### src/rtl/dispx_pkg.sv
package dispx_pkg;

   localparam logic [15:0] IX_ID      = 16'd0;
   localparam logic [15:0] IX_XRES    = 16'd1;
   localparam logic [15:0] IX_YRES    = 16'd2;
   localparam logic [15:0] IX_DEPTH   = 16'd3;
   localparam logic [15:0] IX_CTRL    = 16'd4;
   localparam logic [15:0] IX_BANK    = 16'd5;
   localparam logic [15:0] IX_VWIDTH  = 16'd6;
   localparam logic [15:0] IX_VHEIGHT = 16'd7;
   localparam logic [15:0] IX_XOFF    = 16'd8;
   localparam logic [15:0] IX_YOFF    = 16'd9;
   localparam logic [15:0] IX_MEMSZ   = 16'd10;

   localparam int CB_EN   = 0;
   localparam int CB_CAPS = 1;
   localparam int CB_DAC  = 5;
   localparam int CB_LFB  = 6;

   typedef enum logic [2:0] {
      S_IDLE, S_Q1_GO, S_Q1_RUN, S_H_GO, S_H_RUN, S_W_GO, S_W_RUN
   } fit_state_t;

   function automatic logic [2:0] bytes_per_pixel(input logic [5:0] d);
      case (d)
         6'd15, 6'd16: return 3'd2;
         6'd24:        return 3'd3;
         6'd32:        return 3'd4;
         default:      return 3'd1;
      endcase
   endfunction

   function automatic logic depth_legal(input logic [15:0] v, input int max_bpp,
                                        input logic planar_ok);
      logic in_set;
      in_set = (v == 16'd8) || (v == 16'd15) || (v == 16'd16) ||
               (v == 16'd24) || (v == 16'd32) || (planar_ok && v == 16'd4);
      return in_set && (int'(v) <= max_bpp);
   endfunction

endpackage

### src/rtl/dispx_divider.sv
module dispx_divider #(
   parameter int NUM_W = 24,
   parameter int DEN_W = 16
) (
   input  logic             clk,
   input  logic             rst_n,
   input  logic             go,
   input  logic [NUM_W-1:0] num,
   input  logic [DEN_W-1:0] den,
   output logic [NUM_W-1:0] quot,
   output logic             done,
   output logic             running
);
   localparam int CNT_W = $clog2(NUM_W + 1);

   logic [NUM_W-1:0] q_q;
   logic [DEN_W-1:0] r_q, d_q;
   logic [CNT_W-1:0] cnt_q;
   logic             run_q, done_q;
   logic [DEN_W:0]   trial, diff;
   logic             ge;

   assign trial = {r_q, q_q[NUM_W-1]};
   assign ge    = trial >= {1'b0, d_q};
   assign diff  = trial - {1'b0, d_q};

   always_ff @(posedge clk) begin
      if (!rst_n) begin
         q_q <= '0; r_q <= '0; d_q <= '0; cnt_q <= '0;
         run_q <= 1'b0; done_q <= 1'b0;
      end else if (go) begin
         q_q <= num; r_q <= '0; d_q <= den;
         cnt_q <= CNT_W'(NUM_W);
         run_q <= 1'b1; done_q <= 1'b0;
      end else if (run_q) begin
         q_q   <= {q_q[NUM_W-2:0], ge};
         r_q   <= ge ? diff[DEN_W-1:0] : trial[DEN_W-1:0];
         cnt_q <= cnt_q - 1'b1;
         if (cnt_q == CNT_W'(1)) begin
            run_q  <= 1'b0;
            done_q <= 1'b1;
         end
      end else begin
         done_q <= 1'b0;
      end
   end

   assign quot    = q_q;
   assign done    = done_q;
   assign running = run_q;

   // one division at a time, result announced for a single cycle
   p_div_no_restart_r9: assert property (@(posedge clk) disable iff (!rst_n)
      go |-> !run_q);
   p_div_done_pulse_r9: assert property (@(posedge clk) disable iff (!rst_n)
      done_q |=> !done_q);
endmodule

### src/rtl/dispx_geometry.sv
module dispx_geometry #(
   parameter int  WIDE      = 40,
   parameter bit  PLANAR_EN = 1'b1
) (
   input  logic [5:0]      depth,
   input  logic [15:0]     vw,
   input  logic [15:0]     yres,
   input  logic [15:0]     xoff,
   input  logic [15:0]     yoff,
   output logic [2:0]      bpp,
   output logic [WIDE-1:0] pitch,
   output logic [WIDE-1:0] vis,
   output logic [WIDE-1:0] start
);
   import dispx_pkg::*;

   logic [WIDE-1:0] xterm;

   assign bpp = bytes_per_pixel(depth);

   generate
      if (PLANAR_EN) begin : g_planar
         logic planar;
         assign planar = (depth == 6'd4);
         assign pitch  = planar ? WIDE'(vw >> 3) : WIDE'(vw) * WIDE'(bpp);
         assign xterm  = planar ? WIDE'(xoff >> 3) : WIDE'(xoff) * WIDE'(bpp);
      end else begin : g_packed
         assign pitch = WIDE'(vw) * WIDE'(bpp);
         assign xterm = WIDE'(xoff) * WIDE'(bpp);
      end
   endgenerate

   assign vis   = pitch * WIDE'(yres);
   assign start = WIDE'(yoff) * pitch + xterm;
endmodule

### src/rtl/dispx_regfile.sv
module dispx_regfile #(
   parameter int          MAX_XRES  = 1600,
   parameter int          MAX_YRES  = 1200,
   parameter int          MAX_BPP   = 32,
   parameter int          MEM_KB    = 8192,
   parameter logic [15:0] ID_BASE   = 16'hD150,
   parameter int          ID_COUNT  = 6,
   parameter bit          PLANAR_EN = 1'b1,
   localparam int         ADDR_W    = $clog2(MEM_KB * 1024) + 2
) (
   input  logic              clk,
   input  logic              rst_n,
   input  logic              port_sel,
   input  logic              wr_en,
   input  logic [15:0]       wr_data,
   output logic [15:0]       rd_data,
   output logic              busy,
   output logic              mode_on,
   output logic              lin_fb_on,
   output logic              wide_dac,
   output logic [7:0]        bank,
   output logic [5:0]        depth,
   output logic [2:0]        bytes_pp,
   output logic [15:0]       xres,
   output logic [15:0]       yres,
   output logic [15:0]       virt_w,
   output logic [15:0]       virt_h,
   output logic [ADDR_W-1:0] pitch,
   output logic [ADDR_W-1:0] visible_bytes,
   output logic [ADDR_W-1:0] start_addr
);
   import dispx_pkg::*;

   localparam int MEM_BYTES = MEM_KB * 1024;
   localparam int WIDE      = 40;
   localparam logic [ADDR_W-1:0] NUM_STD = ADDR_W'(MEM_BYTES);
   localparam logic [ADDR_W-1:0] NUM_PLN = ADDR_W'(2 * MEM_BYTES);
   localparam logic [WIDE-1:0]   LIM_STD = WIDE'(MEM_BYTES);
   localparam logic [WIDE-1:0]   LIM_PLN = WIDE'(MEM_BYTES / 4);
   localparam logic [15:0]       BANK_STD = 16'(MEM_KB / 64);
   localparam logic [15:0]       BANK_PLN = 16'(MEM_KB / 256);

   generate
      if (MEM_KB < 256 || (MEM_KB % 256) != 0) begin : g_bad_mem
         $error("MEM_KB must be a multiple of 256");
      end
      if (MAX_BPP < 8 || MAX_BPP > 32) begin : g_bad_bpp
         $error("MAX_BPP out of range");
      end
      if (MAX_XRES > 65535 || MAX_YRES > 65535) begin : g_bad_res
         $error("resolution limits exceed 16 bits");
      end
      if (ID_COUNT < 1 || int'(ID_BASE) + ID_COUNT > 65536) begin : g_bad_id
         $error("identity range invalid");
      end
   endgenerate

   logic [15:0] idx_q, id_q, xres_q, yres_q, vw_q, vh_q, xoff_q, yoff_q, wreq_q;
   logic [5:0]  depth_q;
   logic [7:0]  bank_q;
   logic        en_q, caps_q, dac_q, lfb_q, dirty_q;
   fit_state_t  st_q;
   logic [ADDR_W-1:0] q1_q, pitch_q, vis_q, start_q;

   logic [2:0]        g_bpp;
   logic [WIDE-1:0]   g_pitch, g_vis, g_start, y_need;
   logic              planar, wr_ok, data_wr, index_wr, y_ok, bank_ok, id_ok;
   logic              div_go, div_done, div_run, fit_fin;
   logic [ADDR_W-1:0] div_num, div_quot;
   logic [15:0]       div_den, quot_sat;

   dispx_geometry #(.WIDE(WIDE), .PLANAR_EN(PLANAR_EN)) u_geom (
      .depth(depth_q), .vw(vw_q), .yres(yres_q), .xoff(xoff_q), .yoff(yoff_q),
      .bpp(g_bpp), .pitch(g_pitch), .vis(g_vis), .start(g_start));

   dispx_divider #(.NUM_W(ADDR_W), .DEN_W(16)) u_div (
      .clk(clk), .rst_n(rst_n), .go(div_go), .num(div_num), .den(div_den),
      .quot(div_quot), .done(div_done), .running(div_run));

   assign planar   = PLANAR_EN && (depth_q == 6'd4);
   assign busy     = (st_q != S_IDLE) || dirty_q;
   assign wr_ok    = wr_en && !busy;
   assign data_wr  = wr_ok && !port_sel;
   assign index_wr = wr_ok && port_sel;
   assign y_need   = WIDE'(wr_data) * g_pitch + g_vis;
   assign y_ok     = y_need <= (planar ? LIM_PLN : LIM_STD);
   assign bank_ok  = {8'd0, wr_data[7:0]} < (planar ? BANK_PLN : BANK_STD);
   assign id_ok    = (wr_data - ID_BASE) < 16'(ID_COUNT);
   assign div_go   = (st_q == S_Q1_GO) || (st_q == S_H_GO) || (st_q == S_W_GO);
   assign quot_sat = (|div_quot[ADDR_W-1:16]) ? 16'hFFFF : div_quot[15:0];
   assign fit_fin  = div_done && ((st_q == S_W_RUN) ||
                     (st_q == S_H_RUN && div_quot >= ADDR_W'(yres_q)));

   always_comb begin
      case (st_q)
         S_Q1_GO, S_Q1_RUN: begin
            div_num = planar ? NUM_PLN : NUM_STD;
            div_den = {13'd0, g_bpp};
         end
         S_H_GO, S_H_RUN: begin
            div_num = q1_q;
            div_den = wreq_q;
         end
         default: begin
            div_num = q1_q;
            div_den = yres_q;
         end
      endcase
   end

   always_ff @(posedge clk) begin
      if (!rst_n) begin
         idx_q <= '0; id_q <= ID_BASE;
         xres_q <= 16'd640; yres_q <= 16'd480; vw_q <= 16'd640; vh_q <= 16'd480;
         xoff_q <= '0; yoff_q <= '0; wreq_q <= '0; depth_q <= 6'd8; bank_q <= '0;
         en_q <= 1'b0; caps_q <= 1'b0; dac_q <= 1'b0; lfb_q <= 1'b0;
         dirty_q <= 1'b1; st_q <= S_IDLE; q1_q <= '0;
      end else begin
         dirty_q <= data_wr || fit_fin;
         if (index_wr) idx_q <= wr_data;
         if (data_wr) begin
            case (idx_q)
               IX_ID:    if (id_ok) id_q <= wr_data;
               IX_XRES:  if (!en_q && int'(wr_data) <= MAX_XRES) xres_q <= wr_data;
               IX_YRES:  if (!en_q && int'(wr_data) <= MAX_YRES) yres_q <= wr_data;
               IX_DEPTH: begin
                  if (!en_q && wr_data == 16'd0) depth_q <= 6'd8;
                  else if (!en_q && depth_legal(wr_data, MAX_BPP, PLANAR_EN))
                     depth_q <= wr_data[5:0];
               end
               IX_BANK:  if (bank_ok && !lfb_q) bank_q <= wr_data[7:0];
               IX_CTRL: begin
                  if (wr_data[CB_EN] && !en_q) begin
                     vw_q <= xres_q; vh_q <= yres_q;
                     xoff_q <= '0; yoff_q <= '0;
                     lfb_q <= wr_data[CB_LFB] && !planar;
                  end else if (!wr_data[CB_EN]) begin
                     lfb_q <= 1'b0;
                  end
                  en_q   <= wr_data[CB_EN];
                  caps_q <= wr_data[CB_CAPS];
                  dac_q  <= wr_data[CB_DAC];
               end
               IX_VWIDTH: if (wr_data != 16'd0) begin
                  wreq_q <= wr_data;
                  st_q   <= S_Q1_GO;
               end
               IX_XOFF:  xoff_q <= wr_data;
               IX_YOFF:  if (y_ok) yoff_q <= wr_data;
               default: ;
            endcase
         end
         case (st_q)
            S_Q1_GO: st_q <= S_Q1_RUN;
            S_H_GO:  st_q <= S_H_RUN;
            S_W_GO:  st_q <= S_W_RUN;
            S_Q1_RUN: if (div_done) begin
               q1_q <= div_quot;
               st_q <= S_H_GO;
            end
            S_H_RUN: if (div_done) begin
               if (div_quot >= ADDR_W'(yres_q)) begin
                  vw_q <= wreq_q; vh_q <= quot_sat; st_q <= S_IDLE;
               end else begin
                  vh_q <= yres_q; st_q <= S_W_GO;
               end
            end
            S_W_RUN: if (div_done) begin
               vw_q <= quot_sat; st_q <= S_IDLE;
            end
            default: ;
         endcase
      end
   end

   always_ff @(posedge clk) begin
      if (!rst_n) begin
         pitch_q <= '0; vis_q <= '0; start_q <= '0;
      end else begin
         pitch_q <= g_pitch[ADDR_W-1:0];
         vis_q   <= g_vis[ADDR_W-1:0];
         start_q <= g_start[ADDR_W-1:0];
      end
   end

   always_comb begin
      rd_data = '0;
      if (port_sel) rd_data = idx_q;
      else begin
         case (idx_q)
            IX_ID:      rd_data = id_q;
            IX_XRES:    rd_data = caps_q ? 16'(MAX_XRES) : xres_q;
            IX_YRES:    rd_data = caps_q ? 16'(MAX_YRES) : yres_q;
            IX_DEPTH:   rd_data = caps_q ? 16'(MAX_BPP) : {10'd0, depth_q};
            IX_CTRL: begin
               rd_data[CB_EN]   = en_q;
               rd_data[CB_CAPS] = caps_q;
               rd_data[CB_DAC]  = dac_q;
            end
            IX_BANK:    rd_data = {8'd0, bank_q};
            IX_VWIDTH:  rd_data = vw_q;
            IX_VHEIGHT: rd_data = vh_q;
            IX_XOFF:    rd_data = xoff_q;
            IX_YOFF:    rd_data = yoff_q;
            IX_MEMSZ:   rd_data = 16'(MEM_KB >> 6);
            default:    rd_data = '0;
         endcase
      end
   end

   assign mode_on = en_q;  assign lin_fb_on = lfb_q;  assign wide_dac = dac_q;
   assign bank = bank_q;   assign depth = depth_q;    assign bytes_pp = g_bpp;
   assign xres = xres_q;   assign yres = yres_q;
   assign virt_w = vw_q;   assign virt_h = vh_q;
   assign pitch = pitch_q; assign visible_bytes = vis_q; assign start_addr = start_q;

   p_res_locked_r2: assert property (@(posedge clk) disable iff (!rst_n)
      en_q |=> $stable(xres_q) && $stable(yres_q));
   p_depth_locked_r3: assert property (@(posedge clk) disable iff (!rst_n)
      en_q |=> $stable(depth_q));
   p_bank_lfb_r4: assert property (@(posedge clk) disable iff (!rst_n)
      lfb_q |=> $stable(bank_q));
   p_bank_max_r4: assert property (@(posedge clk) disable iff (!rst_n)
      {8'd0, bank_q} < BANK_STD);
   p_enable_copy_r5: assert property (@(posedge clk) disable iff (!rst_n)
      $rose(en_q) |-> (vw_q == $past(xres_q)) && (xoff_q == 16'd0) && (yoff_q == 16'd0));
   p_lfb_mode_r5: assert property (@(posedge clk) disable iff (!rst_n)
      lfb_q |-> en_q && !planar);
   p_fit_height_r9: assert property (@(posedge clk) disable iff (!rst_n)
      fit_fin |=> vh_q >= yres_q);
   p_busy_index_r11: assert property (@(posedge clk) disable iff (!rst_n)
      busy |=> $stable(idx_q));
   p_fit_busy_r11: assert property (@(posedge clk) disable iff (!rst_n)
      div_run |-> busy);
endmodule

### config.mk
export PLATFORM = sky130hd
export DESIGN_NAME = dispx_regfile
export DESIGN_NICKNAME = d
export VERILOG_FILES = /design/src/rtl/dispx_pkg.sv /design/src/rtl/dispx_divider.sv /design/src/rtl/dispx_geometry.sv /design/src/rtl/dispx_regfile.sv
export SDC_FILE = /design/constraint.sdc
export NUM_CORES = 2
export LEC_CHECK = 0
export ABC_AREA = 1
export CAP_MARGIN = 30
export CELL_PAD_IN_SITES_DETAIL_PLACEMENT = 0
export CELL_PAD_IN_SITES_GLOBAL_PLACEMENT = 2
export CORE_UTILIZATION = 41
export CTS_BUF_LIST = sky130_fd_sc_hd__clkbuf_8
export CTS_CLUSTER_SIZE = 10
export DETAILED_ROUTE_END_ITERATION = 10
export GPL_TIMING_DRIVEN = 0
export PLACE_DENSITY_LB_ADDON = 0.1
export SLEW_MARGIN = 20
export SYNTH_ARGS = -nofsm -noshare
export SYNTH_HDL_FRONTEND = slang
export SYNTH_SLANG_ARGS = --single-unit
export TNS_END_PERCENT = 100
### constraint.sdc
create_clock -name clk -period 19.1 [get_ports clk]
set_input_delay 3.82 -clock clk [delete_from_list [all_inputs] [get_ports clk]]
set_output_delay 3.82 -clock clk [all_outputs]
set_load 0.02 [all_outputs]
Yosys cells after proc, flatten, opt, wreduce, memory -nomap -nowiden --
Index checks and enable logic that the tools add are counted.
Cells by class: reductions and logical operators 53, equal/unequal tests 31, order comparisons 8, bitwise logic cells 2, multipliers 5, muxes and demuxes 54, $add $sub $neg 5
Operators with widths (count):
- $mux W16 | 19
- $pmux W16 S2 | 4
- $mux W25 | 4
- $pmux W10 S10 | 1
- $eq A16 B3 Y1 const B | 5
- $eq A16 B4 Y1 const B | 5
- $add A40 B40 Y40 | 1
- $le A40 B24 Y1 | 1
- $mul A16 B40 Y25 | 1
- $mul A16 B40 Y40 | 1
- $mul A40 B16 Y40 | 1
- $mul A16 B3 Y19 | 2
- $mux W19 | 2
- $eq A16 B2 Y1 const B | 2
- $eq A16 B5 Y1 const B | 2
- $le A16 B11 Y1 const B | 2
- $logic_not A16 Y1 | 2
- $pmux W3 S9 | 1
- $add A25 B25 Y25 | 1
- $ge A25 B16 Y1 | 1
- $mux W24 | 1
- $reduce_and A3 Y1 | 8
- $mux W3 | 7
- $pmux W2 S10 | 1
- 38 further kinds | 83
Storage, ports and cells: output and inout port bits 176, logic and storage cells 186, bits in registers 330, input port bits 20

Depth between registers and ports, before layout --
depth after elaboration 10, gate-level depth with buffers 76, mapped depth without buffers 73

Cells and area by module --
A second synthesis with hierarchy kept.
Second synthesis, totals: cell total of the unflattened synthesis 8331, area, all modules 59205.5 um^2
By module, submodules not included:
- dispx_regfile | sequential area each 5325.1 um^2, area each 29554.6 um^2, cells an instance 4069, times used 1
- dispx_geometry | sequential area each 0.0 um^2, area each 25778.5 um^2, cells an instance 3680, times used 1
- dispx_divider | sequential area each 1281.2 um^2, area each 3872.5 um^2, cells an instance 582, times used 1

Worst setup path after synthesis --
Ideal clock, no wire load.
kind register to register, start point reg depth_q[5] (netlist: depth[5]), end point reg yoff_q[13], buffers on the path 3, data required time 18.958 ns, setup time 0.142 ns, cell stages (with the launch flop) 68, period minus slack after synthesis 12.803 ns, path slack 6.297 ns, data arrival time 12.661 ns, path through dfxtp_1 -> inv_1 -> nor2_1 -> and3_1 -> inv_1 -> nand2_1 -> nand2_1 -> inv_1 -> clkbuf_1 -> nor2_1 -> fa_1 -> ha_1 -> inv_1 -> fa_1 -> inv_1 -> nand2_1 -> nand2_1 -> nand3_1 -> [32 not listed] -> inv_1 -> a21oi_1 -> nand2_2 -> a21oi_1 -> xnor2_1 -> ha_1 -> nand3_1 -> nor2_1 -> nand2_1 -> nor2_1 -> nand3_1 -> nand2_1 -> nand2_2 -> nand2_4 -> nand2_4 -> buf_6 -> nand2_2 -> a21oi_2
Between the ends: longest elaborated chain between the ends 10, elaborated cells on any way between the ends 16, those cells by class add/sub: 1; mul: 3; order compare: 1; eq/ne: 6; mux: 3; reduce/logical: 2
RTL lines:
- start: declaration | RTL line dispx_regfile.sv:59 | logic [5:0] depth_q;
- start signal: assignment | RTL line dispx_regfile.sv:129 | depth_q <= wr_data[5:0];
- $eq A6 B4 Y1 / $eq A6 B5 Y1 (equally long branches) | RTL line dispx_pkg.sv:25 | case (d)
- $reduce_or A2 Y1 | RTL line dispx_pkg.sv:25
- $pmux W3 S3 | RTL line dispx_pkg.sv:25
- $mul A16 B3 Y19 | RTL line dispx_geometry.sv:25 | assign pitch = planar ? WIDE'(vw >> 3) : WIDE'(vw) * WIDE'(bpp);
- $mux W19 | RTL line dispx_geometry.sv:25
- $mul A16 B40 Y40 / $mul A40 B16 Y40 (equally long branches) | RTL line dispx_regfile.sv:85, dispx_geometry.sv:33
- $add A40 B40 Y40 | RTL line dispx_regfile.sv:85 | assign y_need = WIDE'(wr_data) * g_pitch + g_vis;
- $le A40 B24 Y1 (*) | RTL line dispx_regfile.sv:86 | assign y_ok = y_need <= (planar ? LIM_PLN : LIM_STD);
- $ne A2 B2 Y1 (no source line) (*)
- $reduce_and A4 Y1 (no source line) (*)
- end signal: assignment | RTL line dispx_regfile.sv:149 | IX_YOFF: if (y_ok) yoff_q <= wr_data;
- end: declaration | RTL line dispx_regfile.sv:58 | logic [15:0] idx_q, id_q, xres_q, yres_q, vw_q, vh_q, xoff_q, yoff_q, wreq_q;
Mark *: on every way between the ends. The rest lies on a longest branch, timed or not. A chain may end at the register's enable or synchronous reset.

Worst setup path in the final report --
start point reg depth_q[4] (netlist: depth[4]), end point reg yoff_q[5]
The elaborated chain is that of the path after synthesis.

==> impl_metrics.csv <==
group,metric,value,unit
power,p_comb_share,19.8,%
power,power_frac_seq,35.8,%
die,die_height,344,µm
sta,fin_crit,17.31,ns
die,core_area,0.116,mm²
sta,worst_slack,1.79,ns
critical_path,required,19.71,ns
grt,grt_overflow,0,
grt,grt_usage,36.9,%
critical_path,cpPeakStageDelay,0.79,ns
sta,maxSlewViolCount,0,
sta,worst_pin_slew,1.14,ns
synthesis,postSynthAreaPerCell,7.43,µm²
grt,grt_antenna_before_repair,15,
sta,final.period_utilization,90.6,%
placement,post_dp_cell_area,0.0523,mm²
critical_path,endpoint,"yoff_q[5]",
critical_path,arrival,17.92,ns
critical_path,ff2ff_path_depth,67,
synthesis,synth_seq_cells,324,
critical_path,path_max_fanout,10,
synthesis,yosys.area.top_type,"fa_1",
finish,ff_latch_area,0.00649,mm²
clocking,cts_inserted_buffers,67,
synthesis,synth_edf_count,0,
placement,place_inst,8216,
route,drt-met1-wl,92300,µm
route,top_layer_used,"met5",
route,vias_per_cell,5.43,
placement,place_ws,2.05,ns
sta,tns,0,ns
synthesis,synth.mux.area_fraction,0.0208,%
route,postRouteWirelength,218000,µm
critical_path,crit_cells,67,
die,io_pins,196,
power,internal-power,1.24,mW
synthesis,synth_top_cell_area_share,31.3,%
route,drt_iter0_drc,4514,
route,routed-via-count,45300,
critical_path,crit_path_start_kind,"flip-flop",
route,wl_met2,95000,µm
synthesis,ys.flop_type,"dfxtp_1",
critical_path,startpoint,"depth[4]",
finish,fin_area,0.0539,mm²
die,rows,125,
route,drc_errors,0,
clocking,clock_path_buffers,3,
route,drt-pass1-iter-count,6,
sta,finalSetupViolCount,0,
synthesis,synth_compound_area_share,10.9,%
critical_path,cp_num_buf_inv,13,
power,finalPower,1.91,mW
power,power.clock.fraction,44.5,%
job,maxCapViolCount,0,
clocking,root_buffer,"clkbuf_8",
synthesis,synth_top_cells_by_count,"1,320 x inv_1, 1,199 x nand2_1, 764 x nor2_1",
die,start_util,41.3,%
synthesis,synth_adder_area_share,40.9,%
die,die_x,344,µm
route,ant_nets,0,
outcome,status,"completed",
synthesis,synth_top_family_by_area,"adder cells",
critical_path,critPathTopFamily,"adder cells",
finish,multi_input_area,0.0352,mm²
critical_path,worstReg2RegEnd,"yoff_q[5]",
grt,grt_max_degree,13,
synthesis,netlist_top_cells_area,"fa_1 31%, dfxtp_1 14%, inv_1 10%",
sta,fin_worst_skew,0.119,ns
finish,layout-drive-gt1-share,4.77,%
synthesis,synth_simple_gate_area_share,20.0,%
critical_path,worstSetupPathType,"flip-flop to flip-flop",
synthesis,synthArstFlopShare,0,%
clocking,post_cts_buffers,0,
clocking,post_cts_resized,0,
clocking,cts_tree,"yes",
synthesis,synth_cell_type_count,57,
clocking,ctsHoldBuffers,0,
synthesis,synth_warnings,0,
clocking,clkSinkCount,324,
sta,relSlewSlack,23.8,%
critical_path,r2r_slack,1.79,ns
finish,final_cells,8346,
sta,hold_violations,0,
clocking,clkLatencyLatePin,0.85,ns
finish,n_fill_cell,12200,
route,wl_per_cell,26.1,µm
placement,gp_congestion,0.988,
critical_path,cp_common_cell,"nand2_1",
clocking,cts_max_level,3,
synthesis,synth-xor-area-share,1.31,%
synthesis,ys_seq_area_share,13.5,%
finish,syn2layout_area_growth,12.1,%
clocking,clk_pin_slew,0.06,ns
power,p_switching,666,µW
synthesis,yosysMostFrequentCell,"inv_1",
die,dieArea,0.119,mm²
power,peakVddDrop,0.0474,mV
min_path,hp-class,"flip-flop to flip-flop",
synthesis,syn_inst,6465,
route,route.met3.wl,19200,µm
synthesis,syn-cell-area,0.0480,mm²
placement,hpwl,180000,µm
sta,rsz0062_at_grt,"no",
power,power_density,35.4,mW/mm²
critical_path,crit_slowest_cell,"inv_1",
critical_path,crit_path_end_kind,"flip-flop",
placement,io_buffers,186,
sta,max_freq,0.0578,GHz
grt,first_global_vias,44500,
power,sw_frac_of_total,34.9,%
finish,fin_nets,7903,
critical_path,r2r-start,"depth[4]",
grt,grt_pass1_wl,311000,µm
power,power.leakage,25.6,nW
state kept, by name, indices dropped and copies added, names as in the netlist, 16 cells and up:
signal and flops:
id_q 16, idx_q 16, pitch 19, q1_q 25, start_addr 25, u_div.d_q 16
u_div.quot 25, u_div.r_q 16, virt_h 16, virt_w 16, visible_bytes 25, wreq_q 16
xoff_q 16, xres 16, yoff_q 16, yres 16
how the worst min path moves through the flow:
stage | start | end | slack, ns | depth (start not counted)
floorplan | id_q[13] | id_q[13] | 0.42 | 2
global placement | id_q[13] | id_q[13] | 0.43 | 2
detailed placement | id_q[13] | id_q[13] | 0.43 | 2
CTS | id_q[13] | id_q[13] | 0.44 | 2
global route | id_q[13] | id_q[13] | 0.46 | 2
finish | id_q[13] | id_q[13] | 0.44 | 2
logic make-up (layout without fill, tap and decap cells):
group,count (synthesis),count (layout)
flip-flops,324,324
AO/OA/AOI/OAI,911,911
multiplexers,1,1
buffers and inverters,1690,2037
AND/OR/NAND/NOR,2348,2348
XOR/XNOR,72,72
adder cells (fa/ha/maj),1118,1118
other,1,11
routing by layer:
| layer | vias up | global-route usage, % |
|---|---|---|
| met5 | - | 0 |
| li1 | 20400 | - |
| met4 | 4 | 16.6 |
| met3 | 414 | 7.22 |
| met2 | 2009 | 56.1 |
| met1 | 22500 | 50.8 |
power groups by stage:
stage | sequential, mW | clock, mW | combinational, mW
floorplan | 0.697 | 0 | 0.230
global placement | 0.697 | 0 | 0.369
detailed placement | 0.697 | 0 | 0.371
CTS | 0.682 | 0.858 | 0.374
global route | 0.682 | 0.884 | 0.413
finish | 0.682 | 0.848 | 0.377
per-stage QoR:
stage,hold slack (ns),util [%]
floorplan,0.416,-
global placement,0.433,44.6
detailed placement,0.434,45.0
CTS,0.443,46.3
global route,0.463,46.3
finish,0.445,46.3
placed cells by master (no fill, tap or decap), types with 194 or more instances in the layout:
master and count:
a21oi_1 380, fa_1 751, nand3_1 194, nand2_1 1199, ha_1 367, clkbuf_1 244
inv_1 1335, nor2_1 764, o21ai_0 257, dfxtp_1 324
worst reg2reg max path: cells and delay by family, from the launching register on:
family	cells	cell delay, ns
and+or+nand+nor	28	4.13
AOI/OAI and AO/OA	9	1.71
buffers and inverters	13	3.19
adders and majority gates	15	7.08
xor gates and xnor gates	2	0.58
DFF	1	0.50
layout make-up:
cell class	instances	share of cell area, %
Antenna cell	5	0.0232
Buffer	314	2.42
Clock buffer	81	2.07
Clock inverter	40	0.664
Inverter	1376	9.59
Multi-Input combinational cell	4456	65.3
Sequential cell	324	12.0
Tap cell	1524	3.54
Timing Repair Buffer	226	4.37
Power figures use the tool's default switching activity.
